===== config.mk =====
export PLATFORM = sky130hd
export DESIGN_NAME = packed_rtc
export DESIGN_NICKNAME = d
export VERILOG_FILES = /design/src/rtl/packed_rtc_pkg.sv /design/src/rtl/rtc_field_step.sv /design/src/rtl/rtc_datapath.sv /design/src/rtl/rtc_control.sv /design/src/rtl/packed_rtc.sv
export SDC_FILE = /design/constraint.sdc
export NUM_CORES = 1
export LEC_CHECK = 0
export BUFFER_PORTS_ARGS = -buffer_cell sky130_fd_sc_hd__buf_2
export CORE_MARGIN = 2
export CORE_UTILIZATION = 61
export DETAILED_ROUTE_END_ITERATION = 10
export GPL_TIMING_DRIVEN = 0
export PLACE_DENSITY = 0.84
export SYNTH_ARGS = -nofsm -noshare
export SYNTH_HDL_FRONTEND = slang
export SYNTH_SLANG_ARGS = --single-unit
export TNS_END_PERCENT = 1

===== constraint.sdc =====
create_clock -name clk -period 5.9 [get_ports clk]
set_input_delay 0.59 -clock clk [delete_from_list [all_inputs] [get_ports clk]]
set_output_delay 0.59 -clock clk [all_outputs]
set_load 0.05 [all_outputs]

===== src/rtl/packed_rtc_pkg.sv =====
`timescale 1ns/1ps
package packed_rtc_pkg;
  // field geometry of the packed time word
  localparam int SEC_LSB  = 0;
  localparam int SEC_W    = 6;
  localparam int MIN_LSB  = SEC_LSB + SEC_W;
  localparam int MIN_W    = 6;
  localparam int HOUR_LSB = MIN_LSB + MIN_W;
  localparam int HOUR_W   = 5;
  localparam int DAY_LSB  = HOUR_LSB + HOUR_W;
  localparam int DAY_W    = 15;
  localparam int TOD_W    = DAY_LSB;
  localparam int WORD_W   = DAY_LSB + DAY_W;

  // identification word
  localparam logic [23:0] ID_CODE  = 24'h030110;
  localparam logic [7:0]  REV_CODE = 8'h00;

  // word addresses
  localparam logic [2:0] ADDR_ID    = 3'd0;
  localparam logic [2:0] ADDR_COUNT = 3'd1;
  localparam logic [2:0] ADDR_ALARM = 3'd2;
  localparam logic [2:0] ADDR_CTRL  = 3'd3;
  localparam logic [2:0] ADDR_STAT  = 3'd4;

  // control bit positions (status pending bits share 2..7)
  localparam int CB_RUN  = 0;
  localparam int CB_WAKE = 1;
  localparam int CB_ALM  = 2;
  localparam int CB_DAY  = 3;
  localparam int CB_HALF = 7;

  // strobes from control to datapath
  typedef struct packed {
    logic loadCount;
    logic loadAlarm;
    logic halfTick;
    logic secTick;
  } dpStrobe_t;

  // events from datapath to control, ordered like status bits 7..2
  typedef struct packed {
    logic halfEv;
    logic secEv;
    logic minEv;
    logic hourEv;
    logic dayEv;
    logic alarmHit;
  } dpEvent_t;
endpackage


===== src/rtl/rtc_field_step.sv =====
`timescale 1ns/1ps
module rtc_field_step #(
  parameter int W    = 6,
  parameter int MAXV = 59
) (
  input  logic [W-1:0] curVal,
  input  logic         carryIn,
  output logic [W-1:0] nextVal,
  output logic         carryOut
);
  localparam logic [W-1:0] LIMIT = W'(MAXV);

  always_comb begin
    nextVal  = curVal;
    carryOut = 1'b0;
    if (carryIn) begin
      if (curVal >= LIMIT) begin
        nextVal  = '0;
        carryOut = 1'b1;
      end else begin
        nextVal = curVal + 1'b1;
      end
    end
  end
endmodule


===== src/rtl/rtc_datapath.sv =====
`timescale 1ns/1ps
module rtc_datapath
  import packed_rtc_pkg::*;
#(
  parameter int SEC_MAX  = 59,
  parameter int MIN_MAX  = 59,
  parameter int HOUR_MAX = 23
) (
  input  logic              clk,
  input  logic              rstN,
  input  dpStrobe_t         stb,
  input  logic [WORD_W-1:0] wrData,
  output logic [WORD_W-1:0] countQ,
  output logic [TOD_W-1:0]  alarmQ,
  output dpEvent_t          evt
);
  logic [SEC_W-1:0]  secNext;
  logic [MIN_W-1:0]  minNext;
  logic [HOUR_W-1:0] hourNext;
  logic [DAY_W-1:0]  dayNext;
  logic              secCarry, minCarry, hourCarry;
  logic [WORD_W-1:0] countNext;

  rtc_field_step #(.W(SEC_W), .MAXV(SEC_MAX)) uSec (
    .curVal  (countQ[SEC_LSB +: SEC_W]),
    .carryIn (stb.secTick),
    .nextVal (secNext),
    .carryOut(secCarry)
  );

  rtc_field_step #(.W(MIN_W), .MAXV(MIN_MAX)) uMin (
    .curVal  (countQ[MIN_LSB +: MIN_W]),
    .carryIn (secCarry),
    .nextVal (minNext),
    .carryOut(minCarry)
  );

  rtc_field_step #(.W(HOUR_W), .MAXV(HOUR_MAX)) uHour (
    .curVal  (countQ[HOUR_LSB +: HOUR_W]),
    .carryIn (minCarry),
    .nextVal (hourNext),
    .carryOut(hourCarry)
  );

  // day count wraps naturally at its width
  assign dayNext   = countQ[DAY_LSB +: DAY_W] + DAY_W'(hourCarry);
  assign countNext = {dayNext, hourNext, minNext, secNext};

  always_comb begin
    evt.halfEv   = stb.halfTick;
    evt.secEv    = stb.secTick;
    evt.minEv    = secCarry;
    evt.hourEv   = minCarry;
    evt.dayEv    = hourCarry;
    evt.alarmHit = stb.secTick && (countNext[TOD_W-1:0] == alarmQ);
  end

  always_ff @(posedge clk or negedge rstN) begin
    if (!rstN) begin
      countQ <= '0;
      alarmQ <= '0;
    end else begin
      if (stb.loadCount) begin
        countQ <= wrData;
      end else if (stb.secTick) begin
        countQ <= countNext;
      end
      if (stb.loadAlarm) begin
        alarmQ <= wrData[TOD_W-1:0];
      end
    end
  end
endmodule


===== src/rtl/rtc_control.sv =====
`timescale 1ns/1ps
module rtc_control
  import packed_rtc_pkg::*;
#(
  parameter int PRESCALE = 16384
) (
  input  logic       clk,
  input  logic       rstN,
  input  logic       refTick,
  input  logic       wrEn,
  input  logic [2:0] wrAddr,
  input  logic [7:0] wrData,
  input  dpEvent_t   evt,
  output dpStrobe_t  stb,
  output logic [7:0] ctrlQ,
  output logic [7:2] pendQ
);
  localparam int PRE_W = (PRESCALE > 1) ? $clog2(PRESCALE) : 1;
  localparam logic [PRE_W-1:0] PRE_LAST = PRE_W'(PRESCALE - 1);

  logic [PRE_W-1:0] preCnt;
  logic             halfPhase;
  logic             runOn, wrCount, wrAlarm, wrCtrl, wrStat, preHit;
  logic [7:2]       pendSet, pendClr;

  assign runOn   = ctrlQ[CB_RUN];
  assign wrCount = wrEn && (wrAddr == ADDR_COUNT);
  assign wrAlarm = wrEn && (wrAddr == ADDR_ALARM);
  assign wrCtrl  = wrEn && (wrAddr == ADDR_CTRL);
  assign wrStat  = wrEn && (wrAddr == ADDR_STAT);
  assign preHit  = runOn && refTick && (preCnt == PRE_LAST) && !wrCount;

  always_comb begin
    stb.loadCount = wrCount;
    stb.loadAlarm = wrAlarm;
    stb.halfTick  = preHit;
    stb.secTick   = preHit && halfPhase;
  end

  // prescaler and half-second phase
  always_ff @(posedge clk or negedge rstN) begin
    if (!rstN) begin
      preCnt    <= '0;
      halfPhase <= 1'b0;
    end else if (!runOn || wrCount) begin
      preCnt    <= '0;
      halfPhase <= 1'b0;
    end else if (refTick) begin
      if (preCnt == PRE_LAST) begin
        preCnt    <= '0;
        halfPhase <= ~halfPhase;
      end else begin
        preCnt <= preCnt + 1'b1;
      end
    end
  end

  assign pendSet = evt;
  assign pendClr = wrStat ? wrData[7:2] : 6'b0;

  always_ff @(posedge clk or negedge rstN) begin
    if (!rstN) begin
      ctrlQ <= '0;
      pendQ <= '0;
    end else begin
      if (wrCtrl) begin
        ctrlQ <= wrData;
      end
      pendQ <= (pendQ & ~pendClr) | pendSet;
    end
  end
endmodule


===== src/rtl/packed_rtc.sv =====
`timescale 1ns/1ps
module packed_rtc
  import packed_rtc_pkg::*;
#(
  parameter int PRESCALE = 16384
) (
  input  logic        clk,
  input  logic        rstN,
  input  logic        refTick,
  input  logic        wrEn,
  input  logic [2:0]  wrAddr,
  input  logic [31:0] wrData,
  input  logic [2:0]  rdAddr,
  output logic [31:0] rdData,
  output logic        alarmIrq,
  output logic        wakeReq,
  output logic        tickIrq
);
  dpStrobe_t         stb;
  dpEvent_t          evt;
  logic [WORD_W-1:0] countQ;
  logic [TOD_W-1:0]  alarmQ;
  logic [7:0]        ctrlQ;
  logic [7:2]        pendQ;

  rtc_control #(.PRESCALE(PRESCALE)) uCtrl (
    .clk    (clk),
    .rstN   (rstN),
    .refTick(refTick),
    .wrEn   (wrEn),
    .wrAddr (wrAddr),
    .wrData (wrData[7:0]),
    .evt    (evt),
    .stb    (stb),
    .ctrlQ  (ctrlQ),
    .pendQ  (pendQ)
  );

  rtc_datapath uDp (
    .clk   (clk),
    .rstN  (rstN),
    .stb   (stb),
    .wrData(wrData),
    .countQ(countQ),
    .alarmQ(alarmQ),
    .evt   (evt)
  );

  assign alarmIrq = pendQ[CB_ALM] && ctrlQ[CB_ALM];
  assign wakeReq  = pendQ[CB_ALM] && ctrlQ[CB_WAKE];
  assign tickIrq  = |(pendQ[CB_HALF:CB_DAY] & ctrlQ[CB_HALF:CB_DAY]);

  always_comb begin
    case (rdAddr)
      ADDR_ID:    rdData = {ID_CODE, REV_CODE};
      ADDR_COUNT: rdData = countQ;
      ADDR_ALARM: rdData = {{(WORD_W-TOD_W){1'b0}}, alarmQ};
      ADDR_CTRL:  rdData = {24'b0, ctrlQ};
      ADDR_STAT:  rdData = {24'b0, pendQ, 1'b0, ctrlQ[CB_RUN]};
      default:    rdData = '0;
    endcase
  end
endmodule


* Word level (Yosys, flattened, before mapping)
Index checks and enable logic that the tools add are counted.
Operators by class: $add $sub $neg 5, magnitude comparators 3, equality and inequality tests 10, muxes and demuxes 22, bitwise operators 5, reduce and logical (&&, ||, !) cells 20
Operator list (number):
- 32-bit case mux with 5 select lines | 1
- 32-bit two-way mux | 2
- 14-bit two-way mux | 3
- 6-bit two-way mux | 5
- 17-bit equality test | 1
- 15-bit by 1-bit adder with 15-bit output | 1
- 14-bit by 1-bit adder with 14-bit output, second input constant | 1
- 14-bit equality test, second input constant | 1
- 6-bit by 1-bit adder with 6-bit output, second input constant | 2
- 3-bit by 2-bit equality test with 1-bit output, second input constant | 4
- 6-bit >= comparator, second input constant | 2
- 1-bit logical AND | 11
- 5-bit two-way mux | 2
- 1-bit two-way mux | 9
- 6-bit bitwise AND | 1
- 3-bit by 1-bit equality test with 1-bit output, second input constant | 2
- 3-bit equality test, second input constant | 2
- 6-bit inverter | 1
- 6-bit OR | 1
- 2-bit nonzero test | 3
- 5-bit by 1-bit adder with 5-bit output, second input constant | 1
- 5-bit bitwise AND | 1
- 5-bit >= comparator, second input constant | 1
- 5-bit OR reduction | 1
- other kinds (5) | 6
Word-level totals: register bits 78, input bits 42, output and inout bits 35, word-level logic and storage cells 71

* Depth between registers and ports, before layout
word-level depth 11, gate-level depth with buffers 13

* Modules after synthesis
From an unflattened synthesis, not the netlist that was laid out.
Second synthesis, totals: cell total of the unflattened synthesis 506, area total of the unflattened synthesis 4961.0 um2
Modules (own cells, without submodules):
- rtc_datapath | times used 1, cells each 230, area each 2489.9 um2, seq. area each 1226.2 um2
- rtc_control | times used 1, cells each 134, area each 1453.9 um2, seq. area each 725.7 um2
- packed_rtc | times used 1, cells each 68, area each 548.0 um2, seq. area each 0.0 um2
- rtc_field_step at uDp.uMin ... | times used 2, cells each 25, area each 157.7 um2, seq. area each 0.0 um2
- rtc_field_step at uDp.uHour | times used 1, cells each 24, area each 153.9 um2, seq. area each 0.0 um2

* Least setup slack after synthesis
No wires, ideal clock.
kind input -> output, start point input rdAddr[0], end point output rdData[0], data arrival time 2.204 ns, setup slack 3.106 ns, cell stages on the path 4, path buffers 1, cells stage by stage clkbuf_1 mux2_2 a22oi_1 o21ai_0
On the way: word-level cells in the longest chain between the ends 2, elaborated cells between the ends (all ways) 6
Ends and longest elaborated chain:
- from (decl) | line packed_rtc.sv:13 | input logic [2:0] rdAddr,
- 3-bit equality test, or another cell as far along | line packed_rtc.sv:54 | case (rdAddr)
- 32-bit case mux with 5 select lines (*) | line packed_rtc.sv:54
- to (decl) | line packed_rtc.sv:14 | output logic [31:0] rdData,
Every way passes the cells marked *; elsewhere a longest branch is shown, timed or not.

* Final worst setup path
start point register uDp.countQ[6], end point register uDp.countQ[22]
On the way: word-level cells in the longest chain between the ends 7
Ends and longest elaborated chain:
- from (decl) | line rtc_datapath.sv:13 | output logic [WORD_W-1:0] countQ,
- from (signal assigned) | line rtc_datapath.sv:64 | countQ <= wrData;
- from (signal assigned) | line rtc_datapath.sv:66 | countQ <= countNext;
- 6-bit >= comparator | line rtc_field_step.sv:17 | if (curVal >= LIMIT) begin
- 1-bit two-way mux | line rtc_field_step.sv:17
- 1-bit two-way mux (2 in series) | line rtc_field_step.sv:16 | if (carryIn) begin
- 15-bit by 1-bit adder with 15-bit output | line rtc_datapath.sv:46 | assign dayNext = countQ[DAY_LSB +: DAY_W] + DAY_W'(hourCarry);
- 32-bit two-way mux | line rtc_datapath.sv:65 | end else if (stb.secTick) begin
- 32-bit two-way mux | line rtc_datapath.sv:63 | if (stb.loadCount) begin
Every way passes these cells. The select of a mux whose other input is x is not followed. A chain may end at the register's enable or synchronous reset.

==> results.yml <==
clock_tree:
  tritoncts_num_sinks: 78
  worst_setup_hold_path_clk_slew_ns: 0.10
  htree_levels: 3
  cts_tree: "built"
  post_cts.resized_instances: 0
  cts-buffers-inserted: 9
  cts_hold_buffers: 0
  clk-insertion-delay-late_ns: 0.36
  clk_path_buf_depth: 2
  cts_root_buf: "sky130_fd_sc_hd__clkbuf_8"
  postCtsSetupRepairBufs: 0
setup_path:
  critPathMaxFanout: 9
  ff2ff_setup_slack_ns: 2.20
  cp_data_arrival_time_ns: 3.97
  crit_path_start_kind: "register"
  critical_path_class: "reg -> reg"
  crit_chain: "ha_1 > clkbuf_1 > o2111a_1 > nand3_1 > nor2_1 > ha_1 > nand3_1 > nor2_1 > and3_1 > nor3_1 > a211oi_1"
  critical_path_required_ns: 6.17
  crit_path_top_delay_cell: "sky130_fd_sc_hd__dfrtp_1"
  worstSetupEndpointType: "register"
  worst_path_largest_cell_delay_ns: 0.59
logic_synthesis:
  synth.net_count: 624
  synthDistinctLibCells: 63
  netlist_top_cells_count: "sky130_fd_sc_hd__nand2_1 (79), sky130_fd_sc_hd__dfrtp_1 (78), sky130_fd_sc_hd__nor2_1 (52)"
  synth.cell_area_mm2: 0.00503
  ys_seq_area_share_pct: 38.8
  post-synth-top-count-cell: "sky130_fd_sc_hd__nand2_1"
  ys.warnings.count: 0
  synth_area_per_cell_um2: 8.73
  number_of_synthesized_register_bits: 78
  postSynth.asyncResetShare_pct: 100
  synth_largest_area_cell: "sky130_fd_sc_hd__dfrtp_1"
  netlist_top_cells_area: "sky130_fd_sc_hd__dfrtp_1 (39%), sky130_fd_sc_hd__nand2_1 (5.9%), sky130_fd_sc_hd__mux2_2 (5.4%)"
  post_synth_top_flop: "sky130_fd_sc_hd__dfrtp_1"
  syn_inst: 576
  synth_top_area_share_pct: 38.8
  synth-edff-count: 0
final_layout:
  layout-area-overhead-vs-synth_pct: 14.3
  antenna_cells: 0
  final_layout_size_suffix_gt1_share_pct: 19.8
  fin_nets: 710
power:
  worst_ir_drop_vdd_v: 0.000164
  leakage_power_nw: 2.53
  cellPowerDensity_mw_per_mm2: 277
sta:
  tightestPinTransition_ns: 0.935
  setup_tns_ns: 0
  timing.final.crit_period_ns: 3.70
  timing.fmax_ghz: 0.270
  layout_setup_ws_ns: 2.20
  setup_viol_count_final: 0
  finalHoldViolations: 0
  rsz0062_at_grt: "no"
  timing.final.max_slew_violations: 0
  post-route-period-util_pct: 62.7
  slew_headroom_pct: 37.5
  timing.clock.skew_ns: 0.0209
floorplan:
  num_rows: 33
  fp.dieArea_mm2: 0.00899
  die_x_um: 94.8
  num_io_pins: 77
  starting_density_of_the_core_pct: 62.1
  core-area_mm2: 0.00809
  dieHeight_um: 94.8
detailed_routing:
  wl_um: 15800
  via_count: 5106
  drc_errors: 0
  average_detailed_routed_wire_length_per_instance_um: 20.5
  drt-initial-drc-count: 480
  ant_nets: 0
  drt_pre_antenna_iters: 5
  number_of_vias_per_cell_after_detailed_routing: 6.62
global_route:
  overall_fraction_of_global_route_tracks_in_use_pct: 36.1
  grt_pass1_vias: 4873
  grt-ovfl-total: 0
  antenna_found_initial: 0
  grt_start_max_net_pins: 54
  wire_length_of_the_first_global_routing_pass_um: 24800
placement:
  place_ws_ns: 2.19
  finalWeightedCongestion: 0.977
  portBuffers: 74
  place_hpwl_um: 11500
min_path:
  worst_hold_path_type: "in -> async"
outcome:
  status: "completed"
run:
  timing.max_cap.violations: 0
==> metrics by stage <==
stage	std cells	instance area (um2)	hold WS, ns	utilization (%)	power (mW)
2_1_floorplan	576	5030	0.294	-	1.03
3_3_place_gp	755	5530	0.480	68.3	1.17
3_5_place_dp	756	5560	0.496	68.7	1.19
4_1_cts	771	5750	0.154	71.0	1.58
5_1_grt	771	5750	0.159	71.0	1.67
6_report	771	5750	0.133	71.0	1.59
==> layout by cell type (no fill, tap or decap), drive strengths merged, types with 6 or more instances in the layout <==
master   n
a211oi  11
a21oi   26
a221o    8
a22o    13
a22oi    7
a31oi   10
and3    26
and4     6
buf     82
clkbuf  35
dfrtp   78
ha       6
inv     12
mux2    24
nand2   80
nand3   20
nand4   14
nor2    53
nor2b    6
nor3    15
o211ai   9
o21ai   35
xnor2    8
xor2    11
==> cell type report <==
class	count	area (um2)
plain buffers	32	135
clock buffers	10	128
clock inverters	5	60.1
fillers	663	2340
inverters	11	41.3
multi-input cells	455	2900
flip-flops and latches	78	1950
well taps	105	131
repair buffers	75	400
==> state kept, by name, summed over array words and instances, names as in the netlist <==
signal / flops
uCtrl.ctrlQ: 8
uCtrl.halfPhase: 1
uCtrl.pendQ: 6
uCtrl.preCnt: 14
uDp.alarmQ: 17
uDp.countQ: 32
==> logic make-up (layout without fill, tap and decap cells) <==
group | after synthesis | count (layout) | synth area share [%]
fa+ha+maj | 6 | 6 | 1.49
compound gates | 150 | 150 | 21.0
buf+inv | 43 | 133 | 3.51
flops | 78 | 78 | 38.8
xor+xnor | 19 | 19 | 3.31
simple gates | 252 | 252 | 25.7
mux | 28 | 28 | 6.17
==> worst max-delay path: cells and delay by family (launching register included) <==
kind | cells | cell delay (ns)
and+or+nand+nor | 6 | 1.62
AOI/OAI and AO/OA | 2 | 0.68
DFF | 1 | 0.59
adders and majority gates | 2 | 0.41
buffers and inverters | 1 | 0.30
==> path summary, 6_finish.rpt <==
| kind | startpoint | end | depth (start not counted) |
|---|---|---|---|
| worst max-delay path | uDp.countQ[6] | uDp.countQ[22] | 11 |
| worst min-delay path | rstN | uCtrl.preCnt[12] | 1 |
| worst max register to register | uDp.countQ[6] | uDp.countQ[22] | 11 |
| worst min register to register | uCtrl.pendQ[6] | uCtrl.pendQ[6] | 2 |
| max in group asynchronous | rstN | uCtrl.ctrlQ[2] | 2 |
| min in group clk | wrData[30] | uDp.countQ[30] | 3 |
==> layer usage <==
metal,part of all wire (%),global-route usage [%],vias up
li1,-,-,2327
met1,40,47.5,2399
met2,46,60.0,324
met3,9.3,6.30,56
met4,3.9,12.3,0
met5,0,0,-
==> report_power, final <==
part           switching [mW]  internal [mW]
logic                   0.283          0.180
clock network           0.211          0.195
registers               0.109          0.617
total                   0.603          0.992
(Power assumes the default switching activity.)
